$ cat src/rtl/isc_pkg.sv
package isc_pkg;
  localparam int REG_W = 8;

  // flag positions used by the register decoder of the neighbour
  localparam int B_DEV    = 7;
  localparam int B_BYP    = 6;
  localparam int B_CONN   = 5;
  localparam int B_RSVD   = 4;
  localparam int B_SESS   = 3;
  localparam int B_WAKE   = 2;
  localparam int B_TGL_ST = 1;
  localparam int B_TGL_SP = 0;

  // sources whose rising edge maps straight onto the same flag bit
  localparam logic [REG_W-1:0] RISE_SEL =
    (REG_W'(1) << B_DEV) | (REG_W'(1) << B_BYP) | (REG_W'(1) << B_CONN) |
    (REG_W'(1) << B_SESS) | (REG_W'(1) << B_WAKE) | (REG_W'(1) << B_TGL_ST);

  // writable mask bits (reserved bit excluded)
  localparam logic [REG_W-1:0] MASK_WR = ~(REG_W'(1) << B_RSVD);

  // live status bits copied straight from the source levels
  localparam logic [REG_W-1:0] STAT_COPY =
    (REG_W'(1) << B_DEV) | (REG_W'(1) << B_BYP) | (REG_W'(1) << B_CONN) |
    (REG_W'(1) << B_SESS) | (REG_W'(1) << B_WAKE);

  typedef enum logic {
    PIN_IRQ  = 1'b0,
    PIN_VBUS = 1'b1
  } pin_fn_e;
endpackage

$ cat src/rtl/isc_edge_det.sv
module isc_edge_det #(
  parameter int W = 8
) (
  input  logic         clk,
  input  logic         rst_n,
  input  logic [W-1:0] lvl,
  output logic [W-1:0] rise,
  output logic [W-1:0] fall
);
  logic [W-1:0] prev_q;

  always_ff @(posedge clk or negedge rst_n) begin
    if (!rst_n) prev_q <= '0;
    else        prev_q <= lvl;
  end

  always_comb begin
    rise = lvl & ~prev_q;
    fall = ~lvl & prev_q;
  end
endmodule

$ cat src/rtl/isc_flag_bank.sv
module isc_flag_bank #(
  parameter int W = 8
) (
  input  logic         clk,
  input  logic         rst_n,
  input  logic [W-1:0] set_ev,
  input  logic [W-1:0] allow,
  input  logic         clr,
  output logic [W-1:0] flags
);
  for (genvar i = 0; i < W; i++) begin : g_flag
    logic flag_q;
    always_ff @(posedge clk or negedge rst_n) begin
      if (!rst_n)                       flag_q <= 1'b0;
      else if (set_ev[i] && allow[i])   flag_q <= 1'b1;
      else if (clr)                     flag_q <= 1'b0;
    end
    assign flags[i] = flag_q;
  end
endmodule

$ cat src/rtl/isc_pin_mux.sv
module isc_pin_mux
  import isc_pkg::*;
(
  input  logic pend,
  input  logic int_en,
  input  logic fn_sel,
  input  logic pol,
  input  logic vbus_en,
  output logic oe,
  output logic out
);
  logic asserted;

  always_comb begin
    unique case (pin_fn_e'(fn_sel))
      PIN_IRQ:  asserted = pend & int_en;
      PIN_VBUS: asserted = vbus_en;
      default:  asserted = 1'b0;
    endcase
    oe  = asserted;
    out = pol;
  end
endmodule

$ cat src/rtl/isc_irq_ctrl.sv
module isc_irq_ctrl
  import isc_pkg::*;
#(
  parameter int W = REG_W
) (
  input  logic         clk,
  input  logic         rst_n,
  input  logic [W-1:0] src_lvl,
  input  logic         mask_wr_stb,
  input  logic [W-1:0] mask_wr_data,
  input  logic         int_rd_stb,
  input  logic         int_en,
  input  logic         pin_fn_sel,
  input  logic         pin_pol,
  input  logic         vbus_en,
  output logic [W-1:0] int_data,
  output logic [W-1:0] stat_data,
  output logic [W-1:0] mask_data,
  output logic         pin_oe,
  output logic         pin_out
);
  logic [W-1:0] rise, fall, ev_vec, flags;
  logic [W-1:0] mask_q, stat_q, stat_nxt;

  isc_edge_det #(.W(W)) u_edge (
    .clk(clk), .rst_n(rst_n), .lvl(src_lvl), .rise(rise), .fall(fall)
  );

  // toggle stop comes from the falling edge of the busy level (bit 1)
  always_comb begin
    ev_vec = (rise & RISE_SEL) | ((fall >> (B_TGL_ST - B_TGL_SP)) & (W'(1) << B_TGL_SP));
  end

  isc_flag_bank #(.W(W)) u_flags (
    .clk(clk), .rst_n(rst_n), .set_ev(ev_vec), .allow(mask_q),
    .clr(int_rd_stb), .flags(flags)
  );

  always_ff @(posedge clk or negedge rst_n) begin
    if (!rst_n)           mask_q <= '0;
    else if (mask_wr_stb) mask_q <= mask_wr_data & MASK_WR;
  end

  always_comb begin
    stat_nxt = src_lvl & STAT_COPY;
    stat_nxt[B_TGL_SP] = ~src_lvl[B_TGL_ST];
  end

  always_ff @(posedge clk or negedge rst_n) begin
    if (!rst_n) stat_q <= '0;
    else        stat_q <= stat_nxt;
  end

  isc_pin_mux u_pin (
    .pend(|flags), .int_en(int_en), .fn_sel(pin_fn_sel), .pol(pin_pol),
    .vbus_en(vbus_en), .oe(pin_oe), .out(pin_out)
  );

  assign int_data  = flags;
  assign stat_data = stat_q;
  assign mask_data = mask_q;
endmodule

$ cat config.mk
export PLATFORM = sky130hd
export DESIGN_NAME = isc_irq_ctrl
export DESIGN_NICKNAME = d
export VERILOG_FILES = /design/src/rtl/isc_pkg.sv /design/src/rtl/isc_edge_det.sv /design/src/rtl/isc_flag_bank.sv /design/src/rtl/isc_pin_mux.sv /design/src/rtl/isc_irq_ctrl.sv
export SDC_FILE = /design/constraint.sdc
export NUM_CORES = 1
export LEC_CHECK = 0
export CAP_MARGIN = 20
export CORE_ASPECT_RATIO = 1.4
export CORE_MARGIN = 5
export CORE_UTILIZATION = 40
export DETAILED_ROUTE_END_ITERATION = 16
export PLACE_DENSITY = 0.76
export SYNTH_ARGS = -nofsm -noshare
export SYNTH_HDL_FRONTEND = slang
export SYNTH_HIERARCHICAL = 1
export SYNTH_SLANG_ARGS = --single-unit
$ cat constraint.sdc
create_clock -name clk -period 3 [get_ports clk]
set_input_delay 0.45 -clock clk [delete_from_list [all_inputs] [get_ports clk]]
set_output_delay 0.45 -clock clk [all_outputs]
set_load 0.03 [all_outputs]
After elaboration in Yosys (flattened, before gate mapping)
Index checks and enable logic that the tools add are counted.
{"block": "word_totals", "regBits": 29, "latchBits": 0, "mem_bits_rw": 0, "rom_bits": 0, "inputBits": 24, "out_inout_bits": 26, "elab_cells": 43, "mem_count": 0}
{"block": "classes", "n_addsub": 0, "n_mul": 0, "div": 0, "magnitude_cmp": 0, "n_eq_ne": 0, "shifts": 0, "n_mux": 9, "n_bitwise": 8, "reduce_logical": 15}
{"cell": "$reduce_bool A2 Y1", "n": 7}
{"cell": "$and A8 B8 Y8", "n": 1}
{"cell": "$mux W1", "n": 8}
{"cell": "$not A8 Y8", "n": 1}
{"cell": "$or A8 B1 Y8", "n": 1}
{"cell": "$reduce_or A8 Y1", "n": 1}
{"cell": "$logic_and A1 B1 Y1", "n": 7}
{"cell": "$and A2 B2 Y2", "n": 1}
{"cell": "$not A1 Y1", "n": 2}
{"cell": "$not A2 Y2", "n": 1}
{"cell": "$pmux W1 S2", "n": 1}
{"cell": "$and A1 B1 Y1", "n": 1}

Logic depth before layout (Yosys ltp)
Gate-level depths: netlist (run 1).
{"block": "depth", "word_depth": 5, "depth_mapped": 5, "ltp_nobuf": 4}

Cells and area by module
Netlist (run 1), hierarchy kept.
{"module": "isc_irq_ctrl", "instances": 1, "cells_per_inst": 29, "area_per_inst_um2": 488.0, "seq_area_each_um2": 325.3}
{"module": "isc_flag_bank", "instances": 1, "cells_per_inst": 40, "area_per_inst_um2": 360.3, "seq_area_each_um2": 200.2}
{"module": "isc_edge_det", "instances": 1, "cells_per_inst": 24, "area_per_inst_um2": 340.3, "seq_area_each_um2": 200.2}
{"module": "isc_pin_mux", "instances": 1, "cells_per_inst": 4, "area_per_inst_um2": 20.0, "seq_area_each_um2": 0.0}

Worst setup path before layout (run 1)
Ideal clock, no wire load.
{"block": "synth_path", "path_kind": "register to output", "from": "register u_flags.g_flag[5].flag_q", "to": "output pin_oe", "arrival_time_ns": 1.097, "t_required_ns": 2.550, "path_slack_ns": 1.453, "stages_incl_launch_ff": 6, "path_buffers": 1, "path_cell_list": "dfrtp_1 buf_4 nor4_1 nand2_1 nand2_1 o21ai_1"}
{"block": "synth_between", "elab_chain_len": 3}
{"item": "start: declaration", "line_no": "isc_flag_bank.sv:12", "source": "logic flag_q;"}
{"item": "start signal: assignment", "line_no": "isc_flag_bank.sv:14", "source": "if (!rst_n) flag_q <= 1'b0;"}
{"item": "start signal: assignment", "line_no": "isc_flag_bank.sv:15", "source": "else if (set_ev[i] && allow[i]) flag_q <= 1'b1;"}
{"item": "start signal: assignment", "line_no": "isc_flag_bank.sv:16", "source": "else if (clr) flag_q <= 1'b0;"}
{"item": "$reduce_or A8 Y1", "line_no": "isc_irq_ctrl.sv:55", "source": ".pend(|flags), .int_en(int_en), .fn_sel(pin_fn_sel), .pol(pin_pol),"}
{"item": "$and A1 B1 Y1", "line_no": "isc_pin_mux.sv:16", "source": "PIN_IRQ: asserted = pend & int_en;"}
{"item": "$pmux W1 S2", "line_no": "isc_pin_mux.sv:15", "source": "unique case (pin_fn_e'(fn_sel))"}
{"item": "end: declaration", "line_no": "isc_irq_ctrl.sv:19", "source": "output logic pin_oe,"}
No other way between the ends.

Final worst setup path (run 1)
{"block": "layout_path", "from": "register u_flags.g_flag[1].flag_q", "to": "output pin_oe"}
{"block": "layout_between", "elab_chain_len": 3}
{"item": "start: declaration", "line_no": "isc_flag_bank.sv:12"}
{"item": "start signal: assignment", "line_no": "isc_flag_bank.sv:14"}
{"item": "start signal: assignment", "line_no": "isc_flag_bank.sv:15"}
{"item": "start signal: assignment", "line_no": "isc_flag_bank.sv:16"}
{"item": "$reduce_or A8 Y1", "line_no": "isc_irq_ctrl.sv:55"}
{"item": "$and A1 B1 Y1", "line_no": "isc_pin_mux.sv:16"}
{"item": "$pmux W1 S2", "line_no": "isc_pin_mux.sv:15"}
No other way between the ends.

==> run metrics, run 1 <==
endpoint class of the critical path primary output; setup TNS 0 ps; crit path cell chain nor4_1, nand2_1, nand2_1, o21ai_1, clkdlybuf4s50_1; IR drop worst, VDD 0.000302 V; Via Count 670; clk sink count 27; CTS Buf Count 3; drt pass-1 iters 3; Crit-path slowest cell clkdlybuf4s50_1; CTS resizes 0; Setup crit start kind register; P per Cell Area 498 mW/mm²; Ports 50; DRC violations left 0; root buf cell clkbuf_4; most frequent cells in the layout 41 x clkdlybuf4s50_1, 27 x dfrtp_1, 11 x nand2_1; Post-DP Area 0.00146 mm²; final hold violation count 0; crit path time final 2280 ps; fin crit share 76.0%; FP Rows 22; Die Area 0.00385 mm²; Worst-path clk slew 130 ps; Core Footprint 0.00262 mm²; fin. max-slew vios 0; TritonCTS clock tree done; DRT Wirelength 1970 µm; setup bufs post-CTS 0; Die W 53.9 µm; fmax 439 MHz; initial antenna violation count 0; kind of critical path register to primary output; CTS Buffer Depth 2; status finished, final reports clean; Post-Syn Area per Cell 12.6 µm²; gr ovfl total 0; WP data arrival 1830 ps; n_diodes 0; Iter 0 DRT Violations 11; Req. time, crit path 2550 ps; most common cell after layout, fill and taps aside clkdlybuf4s50_1; Critical Path Most Common Cell nand2_1; GRT Total Usage 11.7%; Placer Congestion 0.661; count of input and output buffers 41; Die H 71.5 µm; RSZ-0062 raised after global routing no; via-per-instance ratio 4.21; Starting Density 41.3%; leak pwr 0.670 nW; hpwl dp 1580 µm; share of cells above drive strength 1 14.6%; first-pass GRT wire length 3330 µm; min-delay worst type primary input to asynchronous set/reset pin; number of H-tree levels 1; Antenna Violating Nets Remaining 0; Synth Cell Area 0.00108 mm²; setup violators final 0; Hold-fix buffers, CTS 0; worst skew pair latency 300 ps; Final #Nets 148; largest net degree at the start of global routing 28; Area growth, synth to finish 37.3%; Final Core Density 56.7%; vias in the first global route 754; Synth Instances 86; Max FO, Critical Path 3; clock skew 1.84 ps; Max Cap Viol 0; Largest stage delay, worst path 590 ps; Avg WL per Cell 12.4 µm; Design Area, Final 0.00148 mm²; warning count from the yosys run 6
-- final timing paths --
check | cells past startpoint | slack (ps) | start | to
max | 5 | 720 | u_flags/g_flag[1].flag_q | pin_oe
min | 2 | 490 | rst_n | mask_data[7]
max reg2reg | 3 | 2170 | u_edge/prev_q[1] | u_flags/g_flag[0].flag_q
min reg2reg | 2 | 530 | mask_data[3] | u_flags/g_flag[3].flag_q
max in group asynchronous | 2 | 2260 | rst_n | u_edge/prev_q[1]
min in group clk | 2 | 530 | mask_data[3] | u_flags/g_flag[3].flag_q
-- per-layer routing --
layer / global-route usage [%] / part of all wire, % / vias to the layer above
met1: 13.1 / 36 / 320
met5: 0 / 0 / -
li1: - / - / 326
met4: 5.97 / 1.4 / 0
met2: 20.6 / 56 / 22
met3: 1.66 / 5.9 / 2
-- worst max-delay path: cells and delay by family (launching register included) --
kind,cells,cell delay (ps)
AOI/OAI and AO/OA,1,50
DFF,1,420
and+or+nand+nor,3,460
buffers and inverters,1,590
-- flip-flops by register name, indices dropped and copies added (netlist names) --
register,cells
u_flags/g_flag.flag_q,8
mask_data,7
u_edge/prev_q,6
stat_data,6
-- report_power, final --
| part | leakage [nW] | internal, W | switching, W |
|---|---|---|---|
| Clock | 0.0150 | 0.0000518 | 0.0000935 |
| Combinational | 0.330 | 0.0000894 | 0.0000950 |
| Sequential | 0.325 | 0.000392 | 0.0000176 |
| Total | 0.670 | 0.000533 | 0.000206 |
-- area by class of cell --
type                    instances  area [µm²]
fillers                       232        1130
multi-input cells              41         284
flip-flops and latches         27         676
inverters                       9        33.8
well taps                      36        45.0
repair buffers                 42         418
clock buffers                   4        26.3
-- metrics by stage --
| step | worst slack, ps | power (W) | hold slack, ps | std cells |
|---|---|---|---|---|
| floorplan | 1450 | 0.000528 | 154 | 90 |
| global placement | 823 | 0.000598 | 490 | 155 |
| detailed placement | 777 | 0.000604 | 505 | 155 |
| CTS | 684 | 0.000753 | 493 | 159 |
| global route | 537 | 0.000780 | 519 | 159 |
| finish | 721 | 0.000739 | 493 | 159 |
Power figures use the tool's default switching activity.
==> inputs of run 2 (changes only) <==
- CORE_UTILIZATION: 40 -> 38
- PLACE_DENSITY: 0.76 -> 0.75
- clock period: 3 -> 1.9 ns (I/O delays scaled with it)
==> run metrics, run 2 (synthesized netlist as in run 1, its figures left out) <==
Via Count 681; crit path time final 1770 ps; WP data arrival 1490 ps; leak pwr 0.684 nW; CTS Buf Count 3; share of cells above drive strength 1 17.1%; crit path buf inv count 1; RSZ-0062 raised after global routing no; most frequent cells in the layout 40 x clkdlybuf4s50_1, 27 x dfrtp_1, 11 x nand2_1; Top reg by flops u_flags/g_flag.flag_q; Largest stage delay, worst path 410 ps; endpoint class of the critical path primary output; number of H-tree levels 1; Die W 55.1 µm; max reg flops 8; setup bufs post-CTS 0; placed insts 156; vias in the first global route 744; first-pass GRT wire length 3330 µm; clk sink count 27; non-filler cells, final 160; IR drop worst, VDD 0.000536 V; Design Area, Final 0.00152 mm²; Area growth, synth to finish 40.3%; drt pass-1 iters 3; Final #Nets 148; pre-CTS setup slack 25.6 ps; setup slack, reg-to-reg 1100 ps; initial antenna violation count 0; Placer Congestion 0.631; fin. max-slew vios 0; Avg WL per Cell 12.8 µm; fmax 564 MHz; Antenna Violating Nets Remaining 0; Max Cap Viol 0; Post-DP Area 0.00146 mm²; min-delay worst type primary input to asynchronous set/reset pin; Core Footprint 0.00279 mm²; count of input and output buffers 41; Worst-path clk slew 90 ps; root buf cell clkbuf_8; Hold-fix buffers, CTS 0; CTS resizes 1; Iter 0 DRT Violations 11; CTS Buffer Depth 2; reg2reg path depth 3; kind of critical path register to primary output; most common cell after layout, fill and taps aside clkdlybuf4s50_1; Crit-path slowest cell dfrtp_1; crit path cell chain nor4_2, nand2_1, nand2_1, o21ai_1, dlygate4sd2_1; Critical R2R Launch u_edge/prev_q[1]; final hold violation count 0; setup TNS 0 ps; Ports 50; Starting Density 38.7%; setup violators final 0; slew margin rel. 66.3%; worst setup margin 128 ps; largest net degree at the start of global routing 28; area of the multi-input gates 297 µm²; P per Cell Area 827 mW/mm²; r2r endpoint u_flags/g_flag[0].flag_q; hpwl dp 1600 µm; TritonCTS clock tree done; Die Area 0.00402 mm²; FP Rows 23; CP top delay family simple AND/OR/NAND/NOR gates; via-per-instance ratio 4.26; start point of the critical path u_flags/g_flag[5].flag_q; GRT Total Usage 11.6%; Sequential cell area 676 µm²; fin crit share 93.3%; n_diodes 0; Setup crit start kind register; DRC violations left 0; status finished, final reports clean; DRT Wirelength 2050 µm; Fillers 252; Max FO, Critical Path 3; gr ovfl total 0; Die H 73.1 µm; worst skew pair latency 270 ps; Req. time, crit path 1620 ps; Worst Max-Slew Pin Slew 504 ps; hold_ws 377 ps; clock skew 2.08 ps; Critical Path Most Common Cell nand2_1
run 2: power breakdown:
group | internal [W] | switching [W] | total [W]
sequential | 0.000618 | 0.0000312 | 0.000649
clock | 0.000147 | 0.000166 | 0.000313
combinational | 0.000142 | 0.000149 | 0.000292
run 2: worst max-delay path by stage:
stage	end	cells after the start
global route	pin_oe	5
finish	pin_oe	5
global placement	pin_oe	4
floorplan	pin_oe	5
detailed placement	pin_oe	4
CTS	pin_oe	5
run 2: metrics by stage:
stage	power, W	util [%]
after floorplan	0.000834	-
after global placement	0.000945	52.2
after detailed placement	0.000953	52.2
after CTS	0.00127	53.8
after global routing	0.00132	54.3
final	0.00125	54.3
run 2: layer usage:
metal  track usage (%)  wire [µm]  up-vias
met5                 0          0        -
met3              3.68        188        4
met1              12.6        735      327
met2              19.6       1100       25
met4              5.95         32        0
li1                  -          -      325
run 2: final cells by class:
type | count | share of cell area, %
Timing Repair Buffer | 42 | 27.5
Inverter | 9 | 2.23
Tap cell | 37 | 3.06
Multi-Input combinational cell | 41 | 19.6
Clock buffer | 3 | 2.73
Clock inverter | 1 | 0.330
Sequential cell | 27 | 44.6
run 2: worst register-to-register path, delay by kind of cell, from the launching register on:
kind             cells  cell delay (ps)
flip-flops           1              380
AND/OR/NAND/NOR      2              240
AO/OA/AOI/OAI        1               60
==> inputs of run 3 (changes only) <==
- CORE_UTILIZATION: 38 -> 37
- PLACE_DENSITY: 0.75 -> 0.78
- SYNTH_HIERARCHICAL: 1 -> default
- clock period: 1.9 -> 1.7 ns (I/O delays scaled with it)
==> run metrics, run 3 <==
status finished, final reports clean; crit path time final 1640 ps; RSZ-0062 raised after global routing no; Die W 51.6 µm; IR drop worst, VDD 0.000405 V; gr ovfl total 0; CTS Buf Count 3; synth cell count leaders 21 x dfrtp_1, 17 x buf_4, 7 x mux2_4; TritonCTS clock tree done; Avg WL per Cell 14.4 µm; clock skew 7.34 ps; Clock Power Share 20.6%; Die H 68.2 µm; most common cell after layout, fill and taps aside clkdlybuf4s50_1; crit path buf inv count 1; final hold violation count 0; crit path cell chain clkdlybuf4s50_1; post-synth top area share 58.7%; Placer Congestion 0.686; Final #Nets 121; share of cells above drive strength 1 12.5%; Ports 50; Area growth, synth to finish 37.2%; Seq cells post-synth 21; largest net degree at the start of global routing 22; Design Area, Final 0.00123 mm²; setup TNS 0 ps; count of input and output buffers 40; first-pass GRT wire length 2700 µm; n_diodes 0; GRT Total Usage 10.5%; Starting Density 37.8%; Post-synth EDFFs 0; setup bufs post-CTS 0; leak pwr 0.549 nW; Max FO, Critical Path 3; DRT Wirelength 1720 µm; Die Area 0.00352 mm²; drt pass-1 iters 3; Hold-fix buffers, CTS 0; CTS Buffer Depth 2; DRC violations left 0; Max Cap Viol 0; endpoint class of the critical path primary output; M3 GR Usage 1.09%; CTS resizes 0; Post-Syn Area per Cell 13.6 µm²; Most used DFF post-synth dfrtp_1; clk sink count 21; FP Rows 21; P_int 0.000781 W; Synth Instances 66; top cells by area, synth dfrtp_1 59%, buf_4 14%, mux2_4 12%, o2bb2ai_1 4.9%, a32o_1 2.2%; Distinct cells, synth 12; switch share 29.2%; asr flop ratio synth 100%; warning count from the yosys run 0; post-synth top area cell dfrtp_1; hpwl dp 1420 µm; via-per-instance ratio 4.63; Via Count 551; root buf cell clkbuf_4; Global Route met1 Usage 11.8%; WP data arrival 1380 ps; Req. time, crit path 1440 ps; vias in the first global route 585; fin. max-slew vios 0; Synth Cell Area 895 µm²; P per Cell Area 899 mW/mm²; met2 Usage GRT 18.3%; Logic pwr share 27.5%; Setup crit start kind register; fmax 611 MHz; CP top delay family buffers and inverters; Fillers 204; initial antenna violation count 0; Worst-path clk slew 110 ps; fin crit share 96.2%; number of H-tree levels 1; GRT Max-Usage Layer met2; Antenna Violating Nets Remaining 0; min-delay worst type primary input to asynchronous set/reset pin; top-count cell post-synth dfrtp_1; worst skew pair latency 290 ps; kind of critical path register to primary output; Net Sw Power 0.000323 W; Iter 0 DRT Violations 4; Largest stage delay, worst path 690 ps; Crit-path slowest cell clkdlybuf4s50_1; sequential-to-total area share from yosys stat 58.7%; Post-DP Area 0.00120 mm²; Reg power frac 51.9%; most frequent cells in the layout 39 x clkdlybuf4s50_1, 21 x dfrtp_1, 7 x mux2_4; Core Footprint 0.00236 mm²; setup violators final 0
run 3: path summary, 6_finish.rpt:
path	start	cells past startpoint	end	slack, ps
worst max-delay path	mask_data[5]	1	mask_data[5]	60
worst min-delay path	rst_n	2	u_flags.g_flag[2].flag_q	280
worst max register to register	mask_data[3]	1	mask_data[3]	900
worst min register to register	u_edge.prev_q[6]	1	u_flags.g_flag[6].flag_q	450
max in group asynchronous	rst_n	2	u_flags.g_flag[6].flag_q	1210
min in group clk	src_lvl[3]	1	u_edge.prev_q[3]	420
run 3: cell families after synthesis:
| kind of cell | after synthesis | synth area share (%) |
|---|---|---|
| compound gates | 8 | 7.69 |
| buf+inv | 21 | 16.8 |
| flops | 21 | 58.7 |
| mux | 8 | 12.9 |
| other cells | 1 | 0.419 |
| simple gates | 7 | 3.50 |
run 3: layout make-up:
cell class / instances / area, µm² / share of cell area, %
repair buffers: 41 / 405 / 33.0
clock buffers: 4 / 26.3 / 2.14
flip-flops and latches: 21 / 526 / 42.8
well taps: 23 / 28.8 / 2.34
inverters: 3 / 11.3 / 0.917
multi-input cells: 27 / 230 / 18.8
run 3: metrics by stage:
| step | util [%] | total power (W) | worst slack, ps | std cells | hold WS (ps) |
|---|---|---|---|---|---|
| global placement | 50.8 | 0.000884 | 230 | 115 | 425 |
| finish | 51.9 | 0.00110 | 64.2 | 119 | 280 |
| CTS | 51.9 | 0.00112 | 56.7 | 119 | 289 |
| detailed placement | 50.8 | 0.000891 | 227 | 115 | 437 |
| floorplan | - | 0.000777 | 542 | 69 | -40.6 |
| global route | 51.9 | 0.00115 | 6.61 | 119 | 297 |
run 3: routing by layer:
layer	share of wire (%)	wire, µm	up-vias
li1	-	-	266
met1	38	649	262
met2	55	937	21
met3	6.1	104	2
met4	1.5	25	0
met5	0	0	-
run 3: power by group through the flow:
| stage | clock, W | sequential, W | combinational [W] |
|---|---|---|---|
| global route | 0.000253 | 0.000580 | 0.000319 |
| detailed placement | 0 | 0.000583 | 0.000307 |
| CTS | 0.000234 | 0.000574 | 0.000308 |
| finish | 0.000227 | 0.000573 | 0.000304 |
| global placement | 0 | 0.000580 | 0.000304 |
| floorplan | 0 | 0.000611 | 0.000166 |
